==> src/rtl/swin_pkg.sv <==
package swin_pkg;
  // One-cycle phase strobes from control to datapath
  typedef struct packed {
    logic first;
    logic mid;
    logic last;
  } phaseStrobes_t;
endpackage

==> src/rtl/swin_phase_ctrl.sv <==
module swin_phase_ctrl
  import swin_pkg::*;
#(
  parameter int PERIOD = 36,
  parameter int NPH    = 32
) (
  input  logic                   clk,
  input  logic                   rstN,
  input  logic [$clog2(NPH)-1:0] selIdx,
  output phaseStrobes_t          strb
);
  localparam int SLOT_W = $clog2(PERIOD);
  localparam int IDX_W  = $clog2(NPH);

  logic [SLOT_W-1:0] slotQ;
  logic [IDX_W-1:0]  idxQ;
  logic [SLOT_W-1:0] baseSlot;

  // Slot counter and per-period index capture
  always_ff @(posedge clk) begin
    if (!rstN) begin
      slotQ <= '0;
      idxQ  <= '0;
    end else if (slotQ == SLOT_W'(PERIOD - 1)) begin
      slotQ <= '0;
      idxQ  <= selIdx;
    end else begin
      slotQ <= slotQ + 1'b1;
    end
  end

  always_comb begin
    baseSlot   = SLOT_W'(idxQ);
    strb.first = (slotQ == baseSlot);
    strb.mid   = (slotQ == baseSlot + SLOT_W'(1));
    strb.last  = (slotQ == baseSlot + SLOT_W'(2));
  end
endmodule

==> src/rtl/swin_sample_path.sv <==
module swin_sample_path
  import swin_pkg::*;
(
  input  logic          clk,
  input  logic          rstN,
  input  phaseStrobes_t strb,
  input  logic          posEn,
  input  logic          negEn,
  output logic          window,
  output logic          sampPulse,
  output logic          sampP,
  output logic          sampN,
  output logic          holdP,
  output logic          holdN
);
  logic       winQ;
  logic       bankQ;
  logic [1:0] sampVec;
  logic [1:0] holdVec;

  // Window: set on the first phase, cleared on the third
  always_ff @(posedge clk) begin
    if (!rstN)                     winQ <= 1'b0;
    else if (strb.last && negEn)   winQ <= 1'b0;
    else if (strb.first && posEn)  winQ <= 1'b1;
  end

  assign window    = winQ;
  assign sampPulse = winQ & strb.mid;

  // Bank pointer flips after each sampling event
  always_ff @(posedge clk) begin
    if (!rstN)          bankQ <= 1'b0;
    else if (sampPulse) bankQ <= ~bankQ;
  end

  for (genvar b = 0; b < 2; b++) begin : g_bank
    assign sampVec[b] = sampPulse & (bankQ == 1'(b));
    assign holdVec[b] = (bankQ == 1'(b));
  end

  assign sampP = sampVec[0];
  assign sampN = sampVec[1];
  assign holdP = holdVec[0];
  assign holdN = holdVec[1];
endmodule

==> src/rtl/phase_window_sampler.sv <==
module phase_window_sampler
  import swin_pkg::*;
#(
  parameter int PERIOD = 36,
  parameter int NPH    = 32
) (
  input  logic                   clk,
  input  logic                   rstN,
  input  logic [$clog2(NPH)-1:0] selIdx,
  input  logic                   posEn,
  input  logic                   negEn,
  output logic                   window,
  output logic                   sampPulse,
  output logic                   sampP,
  output logic                   sampN,
  output logic                   holdP,
  output logic                   holdN
);
  phaseStrobes_t strb;

  swin_phase_ctrl #(.PERIOD(PERIOD), .NPH(NPH)) u_ctrl (
    .clk(clk), .rstN(rstN), .selIdx(selIdx), .strb(strb)
  );

  swin_sample_path u_path (
    .clk(clk), .rstN(rstN), .strb(strb), .posEn(posEn), .negEn(negEn),
    .window(window), .sampPulse(sampPulse), .sampP(sampP), .sampN(sampN),
    .holdP(holdP), .holdN(holdN)
  );
endmodule

==> config.mk <==
export PLATFORM = sky130hd
export DESIGN_NAME = phase_window_sampler
export DESIGN_NICKNAME = d
export VERILOG_FILES = /design/src/rtl/swin_pkg.sv /design/src/rtl/swin_phase_ctrl.sv /design/src/rtl/swin_sample_path.sv /design/src/rtl/phase_window_sampler.sv
export SDC_FILE = /design/constraint.sdc
export NUM_CORES = 1
export LEC_CHECK = 0
export BUFFER_PORTS_ARGS = -buffer_cell sky130_fd_sc_hd__buf_4
export CAP_MARGIN = 20
export CORE_MARGIN = 3
export CORE_UTILIZATION = 50
export DETAILED_ROUTE_END_ITERATION = 7
export GPL_ROUTABILITY_DRIVEN = 0
export PLACE_DENSITY = 0.84
export SYNTH_ARGS = -nofsm -noshare
export SYNTH_HDL_FRONTEND = slang
export SYNTH_HIERARCHICAL = 1
export SYNTH_SLANG_ARGS = --single-unit
export TNS_END_PERCENT = 100
==> constraint.sdc <==
create_clock -name clk -period 3 [get_ports clk]
set_input_delay 0.45 -clock clk [delete_from_list [all_inputs] [get_ports clk]]
set_output_delay 0.45 -clock clk [all_outputs]
set_load 0.02 [all_outputs]
==> results.ini <==
[pwr]
p_sw_uw = 91.2
overall_power_uw = 346
power_report.internal_total_uw = 255
peakVddDrop_v = 0.000426
power.share.switching_pct = 26.3
power_frac_comb_pct = 15.0
cellLeakagePower_nw = 0.391
p_seq_share_pct = 54.2
pwr_density_nw_per_um2 = 358
p_clk_share_pct = 30.9

[synthesis]
post_synth_and_or_nand_nor_area_fraction_pct = 27.6
count_of_yosys_warnings_during_synthesis = 6
synth_area_in_xor_xnor_pct = 13.7
synth_cells = 94
synth.mux.area_fraction_pct = 7.24
ys_ff_latch = 13
synth_top_family_by_area = simple AND/OR/NAND/NOR gates
synth-compound-area-share_pct = 11.8
postSynthNetCount = 106
number_of_synthesized_flops_with_an_enable_pin = 0
ys_async_sr_fraction_pct = 0
yosysUniqueCellTypes = 37
synthAdderAreaFrac_pct = 4.52
synth.cell_area_sq_um = 830
synth_ff_type = sky130_fd_sc_hd__dfxtp_1
synth_seq_area_share_pct = 31.4
syn_area_per_cell_sq_um = 8.82

[clock_network]
post_cts_resize_count = 0
postCtsSetupBuffers = 0
clock_tree.buffer_depth = 2
cts_max_level = 1
insertion_delay_ns = 0.27
clk_pin_slew_worst_setup_hold_paths_ns = 0.09
postCtsHoldBufs = 0
cts_buffers = 3
cts_tree = done
cts_sinks = 13
clockRootBuffer = sky130_fd_sc_hd__clkbuf_4

[placement]
io_buffer_count = 14
dp.final_hpwl_microns = 1230
postPlaceCellArea_sq_um = 938

[floorplan]
dieHeight_microns = 46.7
floorplan.io_pins = 15
start_util_pct = 53.8
floorplan.die_area_sq_um = 2180
die_x_microns = 46.7
core_sq_um = 1540
rows = 14

[timing]
timing.setup.tns_ns = 0
hold_viol = 0
final_min_period_over_clock_period_pct = 83.0
grt_setup_unrepaired = no
timing.final.max_slew_violations = 0
tightestPinTransition_ns = 0.422
finalCriticalPeriod_ns = 2.49
report.final.setup_viol = 0
max_clock_freq_mhz = 402
final.setup_skew_ns = 0.00577
max-slew-margin-rel_pct = 71.7

[critical_path]
critPathMaxFanout = 8
crit_required_ns = 2.55
worst_setup_path_start_kind = flip-flop
arrival_ns = 2.04
timing.setup.critical_path_class = reg2out
critical_path.endpoint_type = primary output

[run_status]
outcome = complete, no violations

[finish]
flow.area_growth_from_synthesis_pct = 16.4
drive_gt1_share_pct = 22.2
mostFrequentLayoutCell = sky130_fd_sc_hd__buf_4
postLayoutCellArea_sq_um = 966
most-common-layout-cells = sky130_fd_sc_hd__buf_4, sky130_fd_sc_hd__dfxtp_1, sky130_fd_sc_hd__nor2_1, sky130_fd_sc_hd__xnor2_1
design.final.nets = 121
antenna-diode-count = 0

[global_routing]
grt_pass1_wl_microns = 2700
grtUsageTotal_pct = 16.9
antenna_found_initial = 0
first_global_vias = 615
pin_count_of_the_biggest_net_entering_global_routing = 11
gr-total-overflow = 0

[drt]
drc_markers = 0
drtPass1Iterations = 4
drt-total-wl_microns = 1590
via_count = 678
post_drt_via_cell_ratio = 5.47
antenna_left = 0
drt_initial_violations = 8
wire_per_inst_microns = 12.8

[flow_run]
drv_cap = 0

[min_path]
hold_path_class = in2reg

==> cell type report <==
class | instances | area [sq um]
multi-input combinational | 73 | 538
clock inverter | 1 | 5.00
sequential | 13 | 260
fill | 141 | 576
clock buffer | 3 | 22.5
tap | 16 | 20.0
timing repair buffer | 14 | 105
inverter | 4 | 15.0
==> flip-flops by register name (all words and copies together), names as in the netlist <==
name / cells
u_ctrl/idxQ: 5
u_path/window: 1
u_path/holdN: 1
u_ctrl/slotQ: 6
==> kinds of logic after synthesis <==
family	Yosys count
adder cells (fa/ha/maj)	3
buffers and inverters	8
flip-flops	13
AND/OR/NAND/NOR	39
AO/OA/AOI/OAI	12
XOR/XNOR	13
multiplexers	6
==> cell usage after synthesis, drive strengths merged (2+ instances only) <==
cell	number	area share [%]
a211oi	2	2.4
a21oi	2	1.2
and2	2	1.5
clkbuf	3	1.4
dfxtp	13	31
ha	3	4.5
inv	4	1.8
mux2i	6	7.2
nand2	4	2.1
nand2b	3	3.2
nand3	3	1.8
nand4	2	1.5
nor2	9	4.1
nor2b	6	4.5
o21ai	3	2.3
or2b	2	1.8
xnor2	8	8.4
xor2	5	5.3
==> power groups by stage <==
stage	combinational, mW	sequential, mW	clock (mW)
after floorplan	0.0320	0.190	0
after global placement	0.0501	0.191	0
after detailed placement	0.0520	0.192	0
after CTS	0.0522	0.187	0.110
after global routing	0.0582	0.189	0.118
final	0.0518	0.188	0.107
==> metrics by stage <==
step	hold WS [ns]	instances	utilization, %	setup WS, ns
2_1_floorplan	0.460	94	-	0.954
3_3_place_gp	0.486	120	60.9	0.890
3_5_place_dp	0.502	120	60.9	0.834
4_1_cts	0.349	124	62.7	0.520
5_1_grt	0.347	124	62.7	0.341
6_report	0.352	124	62.7	0.510
==> critical path, cell delays in order, from the launching register on <==
cell                       delay (ns)
sky130_fd_sc_hd__dfxtp_1         0.48
sky130_fd_sc_hd__or2b_1          0.27
sky130_fd_sc_hd__o22ai_1         0.15
sky130_fd_sc_hd__a32oi_1         0.13
sky130_fd_sc_hd__a211oi_1        0.36
sky130_fd_sc_hd__nand2_2         0.13
sky130_fd_sc_hd__nor2_1          0.10
sky130_fd_sc_hd__buf_4           0.14
==> metal layers <==
metal	global-route usage, %	part of all wire [%]	wire, microns
met5	0	0	0
met4	3.31	0.76	12
met3	3.45	2.7	43
met2	26.4	48	758
met1	24.3	49	772
==> path summary, 6_finish.rpt <==
| path | slack (ns) | end | from | cells past startpoint |
|---|---|---|---|---|
| worst min register to register | 0.51 | u_path/holdN$_SDFFE_PN0P_ | u_path/holdN$_SDFFE_PN0P_ | 2 |
| worst max-delay path | 0.51 | sampN | u_ctrl/slotQ[3]$_SDFF_PP0_ | 7 |
| worst min-delay path | 0.35 | u_path/window$_SDFFE_PP0P_ | negEn | 2 |
| worst max register to register | 0.92 | u_path/window$_SDFFE_PP0P_ | u_ctrl/idxQ[2]$_SDFFE_PN0N_ | 6 |
(Power assumes the default switching activity.)
